[config.mk]
export PLATFORM = sky130hd
export DESIGN_NAME = rtc_trim_prescaler
export DESIGN_NICKNAME = d
export VERILOG_FILES = /design/src/rtl/rtcp_pkg.sv /design/src/rtl/rtcp_fine_div.sv /design/src/rtl/rtcp_coarse_div.sv /design/src/rtl/rtcp_trim_sched.sv /design/src/rtl/rtcp_freq_test.sv /design/src/rtl/rtc_trim_prescaler.sv
export SDC_FILE = /design/constraint.sdc
export NUM_CORES = 1
export LEC_CHECK = 0
export ABC_CLOCK_PERIOD_IN_PS = 2800
export BUFFER_PORTS_ARGS = -buffer_cell sky130_fd_sc_hd__buf_4
export CAP_MARGIN = 5
export CORE_MARGIN = 3
export CORE_UTILIZATION = 40
export DETAILED_ROUTE_END_ITERATION = 16
export MAX_ROUTING_LAYER = met4
export PLACE_DENSITY_LB_ADDON = 0.25
export SLEW_MARGIN = 25
export SYNTH_ARGS = -nofsm -noshare
export SYNTH_HDL_FRONTEND = slang
export SYNTH_SLANG_ARGS = --single-unit
export TNS_END_PERCENT = 5
[constraint.sdc]
create_clock -name clk_i -period 2.8 [get_ports clk_i]
set_input_delay 0.14 -clock clk_i [delete_from_list [all_inputs] [get_ports clk_i]]
set_output_delay 0.14 -clock clk_i [all_outputs]
set_load 0.01 [all_outputs]
[src/rtl/rtcp_pkg.sv]
package rtcp_pkg;
  localparam int TRIM_MAG_W = 5;
  localparam int TRIM_W     = TRIM_MAG_W + 1;

  typedef enum logic {
    TRIM_SLOW = 1'b0,
    TRIM_FAST = 1'b1
  } trim_dir_e;

  typedef struct packed {
    trim_dir_e               dir;
    logic [TRIM_MAG_W-1:0]   mag;
  } trim_word_t;
endpackage

[src/rtl/rtcp_fine_div.sv]
// Fast divider stage. An adjustment reloads the counter at half range,
// so the carry to the slow stage is blanked once and comes half a period later.
module rtcp_fine_div #(
  parameter int LO_W = 8
) (
  input  logic clk_i,
  input  logic rst_i,
  input  logic run_i,
  input  logic stretch_i,
  output logic wrap_o,
  output logic carry_o
);
  localparam logic [LO_W-1:0] HALF = LO_W'(2 ** (LO_W - 1));

  logic [LO_W-1:0] lo_q;

  assign wrap_o  = run_i && (lo_q == '1);
  assign carry_o = wrap_o && !stretch_i;

  always_ff @(posedge clk_i) begin
    if (rst_i) begin
      lo_q <= '0;
    end else if (run_i) begin
      if (wrap_o) lo_q <= stretch_i ? HALF : '0;
      else        lo_q <= lo_q + 1'b1;
    end
  end


  stretch_reload_chk: assert property (@(posedge clk_i) disable iff (rst_i)
    (wrap_o && stretch_i) |=> (lo_q == HALF));


  frozen_fine_chk: assert property (@(posedge clk_i) disable iff (rst_i)
    !run_i |=> $stable(lo_q));
endmodule

[src/rtl/rtcp_coarse_div.sv]
// Slow divider stage. A skip request makes one carry advance it by two,
// which drops one fast-stage period from the second.
module rtcp_coarse_div #(
  parameter int HI_W = 7
) (
  input  logic clk_i,
  input  logic rst_i,
  input  logic carry_i,
  input  logic skip_i,
  output logic roll_o
);
  logic [HI_W-1:0] hi_q;

  assign roll_o = carry_i && (hi_q == '1);

  always_ff @(posedge clk_i) begin
    if (rst_i) begin
      hi_q <= '0;
    end else if (carry_i) begin
      hi_q <= hi_q + (skip_i ? HI_W'(2) : HI_W'(1));
    end
  end


  skip_jump_chk: assert property (@(posedge clk_i) disable iff (rst_i)
    (carry_i && skip_i) |=> (hi_q == HI_W'($past(hi_q) + 2)));
endmodule

[src/rtl/rtcp_trim_sched.sv]
// Seconds/minutes bookkeeping, trim word capture and adjustment window.
module rtcp_trim_sched
  import rtcp_pkg::*;
#(
  parameter int SEC_PER_MIN = 60
) (
  input  logic       clk_i,
  input  logic       rst_i,
  input  logic       lo_wrap_i,
  input  logic       sec_roll_i,
  input  trim_word_t cal_i,
  output logic       stretch_o,
  output logic       skip_o
);
  localparam int SEC_W    = (SEC_PER_MIN > 1) ? $clog2(SEC_PER_MIN) : 1;
  localparam int MIN_W    = TRIM_MAG_W + 1;
  localparam int CYC_MIN  = 2 ** MIN_W;
  localparam int ELIG_MIN = CYC_MIN - 2;

  logic [SEC_W-1:0] sec_q;
  logic [MIN_W-1:0] min_q;
  trim_word_t       cal_q;
  logic             done_q;
  logic             sec_last;
  logic             min_last;
  logic             cyc_wrap;
  logic [MIN_W-1:0] win;
  logic             eligible;

  assign sec_last  = (sec_q == SEC_W'(SEC_PER_MIN - 1));
  assign min_last  = (min_q == '1);
  assign cyc_wrap  = sec_roll_i && sec_last && min_last;
  assign win       = {cal_q.mag, 1'b0};
  assign eligible  = (sec_q == '0) && (min_q < win) && !done_q;
  assign stretch_o = eligible && (cal_q.dir == TRIM_SLOW);
  assign skip_o    = eligible && (cal_q.dir == TRIM_FAST);

  always_ff @(posedge clk_i) begin
    if (rst_i) begin
      sec_q  <= '0;
      min_q  <= '0;
      done_q <= 1'b0;
      cal_q  <= cal_i;
    end else if (sec_roll_i) begin
      done_q <= 1'b0;
      if (sec_last) begin
        sec_q <= '0;
        min_q <= min_q + 1'b1;
      end else begin
        sec_q <= sec_q + 1'b1;
      end
      if (cyc_wrap) cal_q <= cal_i;
    end else if (lo_wrap_i && eligible) begin
      done_q <= 1'b1;
    end
  end


  elig_window_chk: assert property (@(posedge clk_i) disable iff (rst_i)
    (stretch_o || skip_o) |-> (int'(min_q) < ELIG_MIN));


  single_fix_chk: assert property (@(posedge clk_i) disable iff (rst_i)
    (lo_wrap_i && (stretch_o || skip_o) && !sec_roll_i) |=> !(stretch_o || skip_o));


  cal_hold_chk: assert property (@(posedge clk_i) disable iff (rst_i)
    !cyc_wrap |=> $stable(cal_q));
endmodule

[src/rtl/rtcp_freq_test.sv]
// Test output from an untrimmed free-running count.
module rtcp_freq_test #(
  parameter int FT_W = 6
) (
  input  logic clk_i,
  input  logic rst_i,
  input  logic run_i,
  input  logic ft_en_i,
  output logic ft_o
);
  logic [FT_W-1:0] cnt_q;
  logic [FT_W-1:0] cnt_nxt;
  logic            en_q;

  assign cnt_nxt = run_i ? cnt_q + 1'b1 : cnt_q;

  always_ff @(posedge clk_i) begin
    if (rst_i) begin
      cnt_q <= '0;
      en_q  <= 1'b0;
      ft_o  <= 1'b0;
    end else begin
      cnt_q <= cnt_nxt;
      en_q  <= ft_en_i;
      ft_o  <= en_q & cnt_nxt[FT_W-1];
    end
  end


  ft_quiet_chk: assert property (@(posedge clk_i) disable iff (rst_i)
    !en_q |=> !ft_o);
endmodule

[src/rtl/rtc_trim_prescaler.sv]
module rtc_trim_prescaler
  import rtcp_pkg::*;
#(
  parameter int LO_W        = 8,
  parameter int HI_W        = 7,
  parameter int SEC_PER_MIN = 60,
  parameter int FT_W        = 6
) (
  input  logic              clk_i,
  input  logic              rst_i,
  input  logic              osc_stop_i,
  input  logic              ft_en_i,
  input  logic [TRIM_W-1:0] cal_i,
  output logic              sec_tick_o,
  output logic              ft_o
);
  logic run;
  logic lo_wrap;
  logic lo_carry;
  logic sec_roll;
  logic stretch;
  logic skip;

  assign run = !osc_stop_i;

  rtcp_fine_div #(.LO_W(LO_W)) u_fine (
    .clk_i     (clk_i),
    .rst_i     (rst_i),
    .run_i     (run),
    .stretch_i (stretch),
    .wrap_o    (lo_wrap),
    .carry_o   (lo_carry)
  );

  rtcp_coarse_div #(.HI_W(HI_W)) u_coarse (
    .clk_i   (clk_i),
    .rst_i   (rst_i),
    .carry_i (lo_carry),
    .skip_i  (skip),
    .roll_o  (sec_roll)
  );

  rtcp_trim_sched #(.SEC_PER_MIN(SEC_PER_MIN)) u_sched (
    .clk_i      (clk_i),
    .rst_i      (rst_i),
    .lo_wrap_i  (lo_wrap),
    .sec_roll_i (sec_roll),
    .cal_i      (trim_word_t'(cal_i)),
    .stretch_o  (stretch),
    .skip_o     (skip)
  );

  rtcp_freq_test #(.FT_W(FT_W)) u_ftest (
    .clk_i   (clk_i),
    .rst_i   (rst_i),
    .run_i   (run),
    .ft_en_i (ft_en_i),
    .ft_o    (ft_o)
  );

  always_ff @(posedge clk_i) begin
    if (rst_i) sec_tick_o <= 1'b0;
    else       sec_tick_o <= sec_roll;
  end


  tick_pulse_chk: assert property (@(posedge clk_i) disable iff (rst_i)
    sec_tick_o |=> !sec_tick_o);


  stop_no_tick_chk: assert property (@(posedge clk_i) disable iff (rst_i)
    osc_stop_i |=> !sec_tick_o);
endmodule

# [After elaboration in Yosys (flattened, before gate mapping)]
# Index checks and enable logic that the tools add are counted.
# W data, S select, Z words.
[op_classes] add_sub_neg=5 mul=0 n_div=0 order_cmp=1 eq_ne=4 shift=0 mux=8 n_bitwise=2 n_reduce_logical=19
[op_table] cell="$mux W6" n=5
[op_table] cell="$add A6 B1 Y6 const B" n=3
[op_table] cell="$mux W8" n=2
[op_table] cell="$eq A6 B6 Y1 const B" n=2
[op_table] cell="$logic_and A1 B1 Y1" n=10
[op_table] cell="$add A8 B1 Y8 const B" n=1
[op_table] cell="$eq A8 B8 Y1 const B" n=1
[op_table] cell="$add A7 B7 Y7" n=1
[op_table] cell="$eq A7 B7 Y1 const B" n=1
[op_table] cell="$logic_not A6 Y1" n=1
[op_table] cell="$lt A6 B6 Y1" n=1
[op_table] cell="$reduce_and A2 Y1" n=2
[op_table] cell="$reduce_bool A2 Y1" n=2
[op_table] cell="$logic_not A1 Y1" n=3
[op_table] cell="$mux W2" n=1
[op_table] cell="$reduce_or A2 Y1" n=1
[op_table] cell="$and A1 B1 Y1" n=1
[op_table] cell="$not A1 Y1" n=1
[totals] ff_bits=43 latch_bits=0 ramBits=0 romBits=0 inputBits=10 output_inout_bits=2 word_cells=51 n_memories=0

# [Longest topological paths before layout]
# Gate-level depths: netlist of the first run.
[depth] word_depth=12 ltp_mapped=13 mapped_depth_nobuf=13

# [Cells and area by module]
# From an unflattened synthesis of the first run, not the netlist that was laid out.
[hier_totals] hier_cells=208 hier_area_um2=2038.2
[by_module_without_submodules] mod="rtcp_trim_sched" instances=1 cells_each=93 area_per_inst_um2=947.2 seq_area_each_um2=440.4
[by_module_without_submodules] mod="rtcp_fine_div" instances=1 cells_each=44 area_per_inst_um2=401.6 seq_area_each_um2=160.2
[by_module_without_submodules] mod="rtcp_coarse_div" instances=1 cells_each=39 area_per_inst_um2=355.3 seq_area_each_um2=140.1
[by_module_without_submodules] mod="rtcp_freq_test" instances=1 cells_each=29 area_per_inst_um2=296.5 seq_area_each_um2=160.2
[by_module_without_submodules] mod="rtc_trim_prescaler" instances=1 cells_each=3 area_per_inst_um2=37.5 seq_area_each_um2=20.0

# [Worst setup path after synthesis of the first run]
# No wires, ideal clock.
[synth_timing] path_type="register to register" start="reg u_sched.cal_q[4] in the netlist's numbering" end="reg u_coarse.hi_q[4]" setup_time_ns=0.121 arrival_ns=2.472 path_slack_ns=0.208 path_stages_with_launch=12 synth_period_minus_slack_ns=2.592 cell_sequence="edfxtp_1 inv_1 ha_1 nor4b_2 nand2_1 or2_2 o22ai_1 nand2_1 ha_1 fa_1 nand4_1 mux2_2"
[synth_via] elab_chain_len=6 word_cells_on_any_way=9 cone_classes="1 x add/sub; 1 x order compare; 1 x mux; 6 x reduce/logical"
[synth_lines] element="start, declared" line_no="rtcp_trim_sched.sv:22" rtl="trim_word_t cal_q;"
[synth_lines] element="start signal, assigned" line_no="rtcp_trim_sched.sv:43" rtl="cal_q <= cal_i;"
[synth_lines] element="start signal, assigned" line_no="rtcp_trim_sched.sv:52" rtl="if (cyc_wrap) cal_q <= cal_i;"
[synth_lines] element="$lt A6 B6 Y1 (*)" line_no="rtcp_trim_sched.sv:34" rtl="assign eligible = (sec_q == '0) && (min_q < win) && !done_q;"
[synth_lines] element="$logic_and A1 B1 Y1 (*) (2 in a row)" line_no="rtcp_trim_sched.sv:34"
[synth_lines] element="$logic_and A1 B1 Y1 (on tied branches)" line_no="rtcp_trim_sched.sv:36, rtcp_trim_sched.sv:35"
[synth_lines] element="$mux W2 or $logic_not A1 Y1 (tied branches)" line_no="rtcp_coarse_div.sv:20, rtcp_fine_div.sv:18"
[synth_lines] element="$add A7 B7 Y7 or $logic_and A1 B1 Y1 (tied branches)" line_no="rtcp_coarse_div.sv:20, rtcp_fine_div.sv:18"
[synth_lines] element="end signal, assigned" line_no="rtcp_coarse_div.sv:20" rtl="hi_q <= hi_q + (skip_i ? HI_W'(2) : HI_W'(1));"
[synth_lines] element="end, declared" line_no="rtcp_coarse_div.sv:12" rtl="logic [HI_W-1:0] hi_q;"
# Every way passes the cells marked *; elsewhere a longest branch is shown, timed or not.
# A chain may end at the register's enable or synchronous reset.

# [Final worst setup path of the first run]
# Same ends and word-level chain as after synthesis.

==> flow_summary.ini, run 1 <==
[die]
io_pins = 12
num_rows = 25
fp.dieH_um = 78.0
core_um2 = 4880
fp.dieW_um = 78.0
start_util_pct = 42.5
die-area_um2 = 6080

[synth]
synth_seq_area_share_pct = 44.4
avgSynthCellArea_um2 = 9.51
ys.flop_type = dfxtp_1
synth-async-reset-ratio_pct = 0
synth_most_common_cell = dfxtp_1
yosys.area.top_type = dfxtp_1
syn_nets = 240
synth_seq_cells = 43
yosys.area.top_type_share_pct = 35.7
synthCells = 218
synth_edf_count = 6
synth_top_cells_by_area = dfxtp_1 (36%), edfxtp_1 (8.7%), ha_1 (6.6%), nor2_1 (6.0%), mux2i_1 (3.4%)
syn-cell-area_um2 = 2070
yosysUniqueCellTypes = 42
ys_warn_count = 0
ys_top_cells_by_count = dfxtp_1 (37), nor2_1 (33), ha_1 (11), nor2b_1 (11), nand3_1 (10)

[global_routing]
grt_pass1_wl_um = 6270
grt.met3_usage_pct = 3.48
grt_max_degree = 44
grt-ovfl-total = 0
grt_pass1_vias = 1376
use_met2_pct = 19.3
busiest_layer = met2
grt_usage_pct = 13.2
met1_usage_pct = 17.4
antenna_found_initial = 0

[pwr]
p_total_uw = 1180
internal_power_uw = 924
power_switching_uw = 253
combPwrFrac_pct = 4.6
power.density_nw_per_um2 = 497
power_frac_clock_pct = 40.6
p_leak_uw = 0.000975
ir_drop_mv = 0.228
p_seq_share_pct = 54.8
p_sw_share_pct = 21.5

[timing]
relSlewSlack_pct = 70.7
fin_tns_setup_ns = 0
min_period_ns = 2.59
whs_ns = 0.0108
finalHoldViolCount = 0
worst_slew_pin_slew_ns = 0.440
clock-skew-final_ns = 0.00770
post-route-period-util_pct = 92.7
final_max_slew_viol_count = 0
grt_setup_unrepaired = no
setup_viol = 0
fmax_mhz = 385

[clocking]
clk_path_buf_depth = 2
numClockSinks = 43
numCtsBuffers = 5
tritoncts = done
cts.clk_slew.worst_paths_ns = 0.08
cts_setup_buffers = 0
cts-root-buf = clkbuf_8
cts-htree-levels = 2
insertion_delay_ns = 0.30

[route]
drc = 0
wirelength_um = 3470
firstDrtPassIters = 4
antenna_left = 0
viasPerCell = 4.96
vias = 1492
first_iter_violations = 66
wl_per_cell_um = 11.5

[placement]
port_buffers = 11
dp_hpwl_um = 2380
gp_congestion = 0.802
place_area_um2 = 2230

[final_layout]
fill_cells = 480
layout-drive-gt1-share_pct = 14.1
final_core_utilization_pct = 48.5
final_area_um2 = 2370
nets = 255
ff_latch_area_um2 = 921
multi_input_area_um2 = 1100
syn_to_final_growth_pct = 14.1
antennaDiodeCount = 0

[worst_setup_path]
start_kind = flip-flop
crit_required_ns = 2.99
cp_max_fo = 3
worst-setup-path-type = flip-flop to flip-flop
worstPathArrival_ns = 2.78
endpoint_kind = flip-flop

[min_path]
hp-class = input port to flip-flop

[run_status]
outcome = complete, no violations

[run]
cap_viol_max_count = 0
[kinds of logic (layout without fill, tap and decap cells)]
| family | after synthesis | in the layout | synth area share (%) |
|---|---|---|---|
| compound gates | 21 | 21 | 6.88 |
| buf+inv | 16 | 32 | 3.32 |
| simple gates | 102 | 102 | 26.9 |
| mux | 10 | 10 | 5.01 |
| xor+xnor | 14 | 14 | 5.91 |
| fa+ha+maj | 12 | 12 | 7.60 |
| flops | 43 | 43 | 44.4 |
[cell usage in the layout (no fill, tap or decap), types with 3 or more instances in the layout]
cell,synthesis,routed
dfxtp_1,37,37
nor2_1,33,33
buf_4,0,15
nor2b_1,11,11
ha_1,11,11
nand3_1,10,10
inv_1,8,8
a21oi_1,8,8
xor2_1,8,8
nand2_1,7,7
mux2i_1,7,7
nor3_1,6,6
and4_1,6,6
and3_1,6,6
xnor2_1,6,6
edfxtp_1,6,6
clkbuf_8,0,5
o21ai_0,4,4
or3_1,4,4
nand2b_1,3,3
and2_1,3,3
mux2_2,3,3
nand4_1,3,3
[worst max-delay path, cell delays in order, from the launching register on]
cell and delay, ns:
edfxtp_1 0.33, inv_1 0.04, ha_1 0.21, nor4b_4 0.23, nand2_1 0.12, or2_2 0.29, o22ai_2 0.16, nand2_1 0.10
ha_1 0.22, fa_2 0.34, nand4_1 0.11, mux2_2 0.33
[path summary, 6_finish.rpt]
kind	startpoint	end	slack [ns]	cells past startpoint
max	u_sched.cal_q[4]	u_coarse.hi_q[4]	0.21	11
max reg2reg	u_sched.cal_q[4]	u_coarse.hi_q[4]	0.21	11
min	cal_i[1]	u_sched.cal_q[1]	0.01	1
min reg2reg	u_ftest.en_q	u_ftest.ft_o	0.43	1
[stage by stage]
stage | instances | setup WS [ns]
floorplan | 218 | 0.208
global placement | 292 | 0.162
detailed placement | 292 | 0.123
CTS | 300 | 0.0626
global route | 301 | 0.0485
finish | 301 | 0.206
[cell type report]
class,instances,area share (%)
clock buffers,5,2.91
clock inverters,3,1.64
inverters,8,1.27
multi-input cells,159,46.5
flip-flops and latches,43,38.9
well taps,67,3.54
repair buffers,16,5.18
[metal layers]
layer,vias to the layer above,routed length (um)
met5,-,0
met4,0,55
met3,5,81
met2,9,1510
met1,681,1810
li1,797,-
[what timing repair did]
action                     in CTS  in global routing
hold endpoints to repair        0                  1
hold buffers                    0                  1
setup endpoints to repair       0                  4
gates resized for setup         0                  3
[sequential cells by signal, summed over array words and instances (netlist names)]
| signal | cells |
|---|---|
| u_fine.lo_q | 8 |
| u_sched.sec_q | 6 |
| u_sched.cal_q | 6 |
| u_coarse.hi_q | 7 |
| u_sched.done_q | 1 |
| u_sched.min_q | 6 |
| u_ftest.cnt_q | 6 |
| sec_tick_o | 1 |
| u_ftest.ft_o | 1 |
| u_ftest.en_q | 1 |
[power groups by stage]
| stage | registers (uW) | logic (uW) | clock network [uW] |
|---|---|---|---|
| after global routing | 647 | 64.5 | 510 |
| after global placement | 659 | 52.3 | 0 |
| final | 645 | 54.6 | 478 |
| after CTS | 645 | 53.7 | 486 |
| after floorplan | 657 | 35.9 | 0 |
| after detailed placement | 659 | 53.3 | 0 |
(Power assumes the default switching activity.)
==> run 2: changes to the inputs <==
ABC_CLOCK_PERIOD_IN_PS = 2450   (was 2800)
clock period = 2.45 ns   (was 2.8 ns; I/O delays follow)
==> run 2 against run 1 <==
Compared with the run above:
- the flow now finishes with violations (negative setup slack)
- flip-flop and latch count unchanged
- worst hold slack improved by 0.029 ns
- die area unchanged
- critical path depth unchanged
- design area increased by 7.7%
- fmax increased by 5.3%
- clock-buffer cell count increased by 1
- critical endpoint unchanged
- largest power group unchanged
- highest routed layer unchanged
==> flow_summary.ini, run 2 (synthesis results as in run 1) <==
[clocking]
numClockSinks = 43
cts-root-buf = clkbuf_8
cts-htree-levels = 2
insertion_delay_ns = 0.30
cts.clk_slew.worst_paths_ns = 0.09
tritoncts = done
clk_path_buf_depth = 2
numCtsBuffers = 5

[die]
fp.dieW_um = 78.0
num_rows = 25
start_util_pct = 42.5
die-area_um2 = 6080
fp.dieH_um = 78.0
io_pins = 12
core_um2 = 4880

[global_routing]
grt_usage_pct = 14.4
antenna_found_initial = 0
grt_max_degree = 44
grt_pass1_vias = 1477
grt_pass1_wl_um = 6760
grt-ovfl-total = 0

[timing]
grt_setup_unrepaired = yes
setup_viol = 2
final_max_slew_viol_count = 0
finalHoldViolCount = 0
fin_tns_setup_ns = -0.0135
min_period_ns = 2.46
fmax_mhz = 406
worst_slew_pin_slew_ns = 0.443
relSlewSlack_pct = 70.4
whs_ns = 0.0396
layout_setup_ws_ns = -0.0133
post-route-period-util_pct = 101
clock-skew-final_ns = 0.0114

[pwr]
ir_drop_mv = 0.302
p_seq_share_pct = 50.4
power_frac_clock_pct = 44.4
p_leak_uw = 0.00105
power_switching_uw = 288
combPwrFrac_pct = 5.1
internal_power_uw = 1170
power.density_nw_per_um2 = 574
p_sw_share_pct = 19.7

[final_layout]
largest-register = u_fine.lo_q
layout_common_cells = dfxtp_1 (37), nor2_1 (33), buf_4 (24), nor2b_1 (11), nand3_1 (10)
final_core_utilization_pct = 52.2
antennaDiodeCount = 0
final_area_um2 = 2550
syn_to_final_growth_pct = 22.9
largest_register_ffs = 8
nets = 269
final_common_cell = dfxtp_1
layout-drive-gt1-share_pct = 19.0
top_regs = u_fine.lo_q: 8 flops, u_coarse.hi_q: 7 flops

[worst_setup_path]
path_cells = inv_1 > ha_2 > nor4b_4 > nand2_1 > or2_4 > o22ai_4 > nand2_2 > ha_4 > fa_2 > nand4_1 > mux2_4
worst-setup-path-type = flip-flop to flip-flop
cp_max_fo = 3
rr_startpoint = u_sched.cal_q[4]
critPathBufInv = 1
startpoint = u_sched.cal_q[4]
crit_required_ns = 2.64
endpoint_kind = flip-flop
start_kind = flip-flop
cp_slowest_cell = fa_2
critPathMaxStageDelay_ns = 0.35
worstPathArrival_ns = 2.66
cp_top_family = simple AND/OR/NAND/NOR gates

[route]
wl_per_cell_um = 12.1
first_iter_violations = 103
wirelength_um = 3810
drc = 0
viasPerCell = 4.87
firstDrtPassIters = 4
vias = 1534
antenna_left = 0

[placement]
port_buffers = 11
place_area_um2 = 2310
gp_congestion = 0.815
dp_hpwl_um = 2610
dp_slack_ns = -0.0762

[run]
cap_viol_max_count = 0

[min_path]
hp-start = ft_en_i
hp-class = input port to flip-flop

[run_status]
violations = negative setup slack
outcome = complete, but fails checks
==> run 2: cell types whose count changed in the layout (fill, tap and decap cells not counted), sizes merged <==
cell and change:
buf +9, dlygate4sd3 +5, clkinv -2, bufinv +1, clkbuf +1
==> run 2: metrics by stage <==
stage	instances	total power [uW]
global route	315	1530
detailed placement	300	818
finish	315	1460
global placement	300	816
floorplan	218	793
CTS	315	1480
==> run 2: cell type report <==
type / count / area [um^2]
Clock buffer: 6 / 72.6
Timing Repair Buffer: 30 / 240
Multi-Input combinational cell: 159 / 1140
Fill cell: 470 / 2330
Clock inverter: 2 / 60.1
Inverter: 8 / 30.0
Tap cell: 67 / 83.8
Sequential cell: 43 / 921
==> run 2: worst paths after layout <==
path	endpoint	slack [ns]	depth (start not counted)
min reg2reg	u_ftest.ft_o	0.44	1
max reg2reg	u_coarse.hi_q[4]	-0.01	11
min	u_ftest.en_q	0.04	2
max	u_coarse.hi_q[4]	-0.01	11
==> run 2: repair_timing <==
action,4_1_cts,5_1_grt
setup endpoints to repair,4,5
gates cloned,0,0
setup buffers,1,0
hold buffers,6,0
pin swaps,1,0
gates resized for setup,4,2
hold endpoints to repair,6,0
==> run 2: power by group through the flow <==
stage                     Clock (uW)  Combinational [uW]  Sequential, uW
after floorplan                    0                42.0             751
after global placement             0                62.7             753
after detailed placement           0                64.4             754
after CTS                        664                75.5             737
after global routing             701                87.3             739
final                            650                75.2             737
==> run 2: routing by layer <==
layer / part of all wire, % / vias up / track usage (%)
met3: 2.6 / 4 / 4.52
met2: 45 / 15 / 20.5
met4: 1.1 / 0 / 6.47
met5: 0 / - / -
met1: 52 / 696 / 18.5
li1: - / 819 / -
==> run 3: changes to the inputs <==
ABC_CLOCK_PERIOD_IN_PS = 2250   (was 2450)
CTS_BUF_LIST = sky130_fd_sc_hd__clkbuf_4   (was default)
GPL_ROUTABILITY_DRIVEN = 1   (was default)
clock period = 2.25 ns   (was 2.45 ns; I/O delays follow)
==> run 3 against run 2 <==
Compared with the run above:
- the flow still finishes with violations (negative setup slack)
- highest routed layer unchanged
- register-to-register slack got worse by 0.16 ns
- total power fell by 14%
- sequential power is 9.0% higher
- via count grew 3.8%
- combinational power up 14%
- clock skew rose by 0.0063 ns
- wire length decreased by 1.2%
- clock-buffer cell count is the same
==> flow_summary.ini, run 3 (synthesis results as in run 1) <==
[pwr]
ir_drop_mv = 0.328
power.density_nw_per_um2 = 498
p_leak_uw = 0.00108

[timing]
fmax_mhz = 413
whs_ns = 0.0665
final_max_slew_viol_count = 0
relSlewSlack_pct = 70.3
clock-skew-final_ns = 0.0177
worst_slew_pin_slew_ns = 0.446
setup_viol = 5
grt_setup_unrepaired = yes
layout_setup_ws_ns = -0.170
post-route-period-util_pct = 108
finalHoldViolCount = 0
min_period_ns = 2.42

[run_status]
violations = negative setup slack
outcome = complete, but fails checks

[global_routing]
grt_max_degree = 44
grt_pass1_wl_um = 6510
grt-ovfl-total = 0
grt_pass1_vias = 1492
grt_usage_pct = 13.7
antenna_found_initial = 0

[placement]
place_area_um2 = 2390
dp_hpwl_um = 2680
port_buffers = 11
gp_congestion = 0.743

[final_layout]
largest_register_ffs = 8
top_regs = u_fine.lo_q: 8 flops, u_coarse.hi_q: 7 flops
layout-drive-gt1-share_pct = 21.5
largest-register = u_fine.lo_q
fill_cells = 480
syn_to_final_growth_pct = 22.4
final_area_um2 = 2540
antennaDiodeCount = 0
nets = 281
final_common_cell = dfxtp_1
final_core_utilization_pct = 52.0
layout_common_cells = dfxtp_1 (37), buf_4 (35), nor2_1 (33), nor2b_1 (11), nand3_1 (10)

[route]
wirelength_um = 3760
first_iter_violations = 65
firstDrtPassIters = 4
drc = 0
wl_per_cell_um = 11.5
antenna_left = 0
viasPerCell = 4.87
vias = 1592

[clocking]
clk_path_buf_depth = 2
insertion_delay_ns = 0.36
numClockSinks = 43
numCtsBuffers = 5
cts.clk_slew.worst_paths_ns = 0.14
tritoncts = done
cts-htree-levels = 2
cts-root-buf = clkbuf_4

[worst_setup_path]
startpoint = u_sched.cal_q[4]
crit_required_ns = 2.50
worstPathArrival_ns = 2.67
path_cells = inv_1 > ha_2 > nor4b_4 > nand2_1 > or2_4 > o22ai_2 > nand2_1 > ha_2 > fa_2 > nand4_1 > mux2_4
rr_startpoint = u_sched.cal_q[4]
endpoint_kind = flip-flop
start_kind = flip-flop
critPathMaxStageDelay_ns = 0.34
cp_max_fo = 2
worst-setup-path-type = flip-flop to flip-flop
r2r_cells = 11
cp_slowest_cell = edfxtp_1

[die]
fp.dieW_um = 78.0
io_pins = 12
core_um2 = 4880
num_rows = 25
fp.dieH_um = 78.0
start_util_pct = 42.5
die-area_um2 = 6080

[min_path]
hp-start = osc_stop_i
hp-class = input port to flip-flop
holdPathStages = 2

[run]
cap_viol_max_count = 0
-- run 3: cell count changes in the layout (fill, tap and decap cells not counted), sizes merged --
cell / before / now
buf: 24 / 35
bufinv: 2 / 0
clkinv: 0 / 2
dlygate4sd3: 6 / 7
-- run 3: metrics by stage --
| stage | TNS (ns) | total power (uW) | worst slack, ns | cells |
|---|---|---|---|---|
| 2_1_floorplan | -0.316 | 864 | -0.199 | 218 |
| 3_3_place_gp | -0.644 | 894 | -0.181 | 310 |
| 3_5_place_dp | -0.870 | 897 | -0.228 | 310 |
| 4_1_cts | -0.559 | 1280 | -0.161 | 327 |
| 5_1_grt | -1.26 | 1340 | -0.267 | 327 |
| 6_report | -0.551 | 1260 | -0.170 | 327 |
-- run 3: critical path: cells and delay by family (launching register included) --
family,cells,cell delay [ns]
muxes,1,0.30
and+or+nand+nor,5,0.76
DFF,1,0.34
buffers and inverters,1,0.04
adders and majority gates,3,0.72
AOI/OAI and AO/OA,1,0.12
-- run 3: final timing paths --
| check | to | slack (ns) |
|---|---|---|
| worst max register to register | u_coarse.hi_q[4] | -0.17 |
| worst min-delay path | u_fine.lo_q[7] | 0.07 |
| worst min register to register | u_ftest.ft_o | 0.45 |
| worst max-delay path | u_coarse.hi_q[4] | -0.17 |
-- run 3: final cells by class --
| class | instances | area [um^2] | share of cell area (%) |
|---|---|---|---|
| inverter | 8 | 30.0 | 1.18 |
| tap | 67 | 83.8 | 3.30 |
| multi-input combinational | 159 | 1120 | 44.0 |
| sequential | 43 | 921 | 36.3 |
| clock inverter | 2 | 8.76 | 0.345 |
| timing repair buffer | 42 | 333 | 13.1 |
| clock buffer | 6 | 45.0 | 1.78 |
-- run 3: metal layers --
layer,GRT usage (%),part of all wire [%],vias to the layer above
met4,4.20,0.82,0
met5,-,0,-
met1,17.1,51,725
li1,-,-,850
met2,21.4,45,13
met3,4.29,3.0,4
-- run 3: what timing repair did --
action | 4_1_cts | 5_1_grt
buffers inserted | 2 | 0
cloned | 0 | 0
hold endpoints to repair | 7 | 0
setup endpoints to repair | 6 | 6
hold buffers | 7 | 0
gates resized for setup | 1 | 1
pin swaps | 4 | 0
-- run 3: report_power, final --
group	internal, uW	switching (uW)	total, uW
Sequential	795	8.11	803
Clock	130	246	375
Combinational	44.3	41.6	85.9
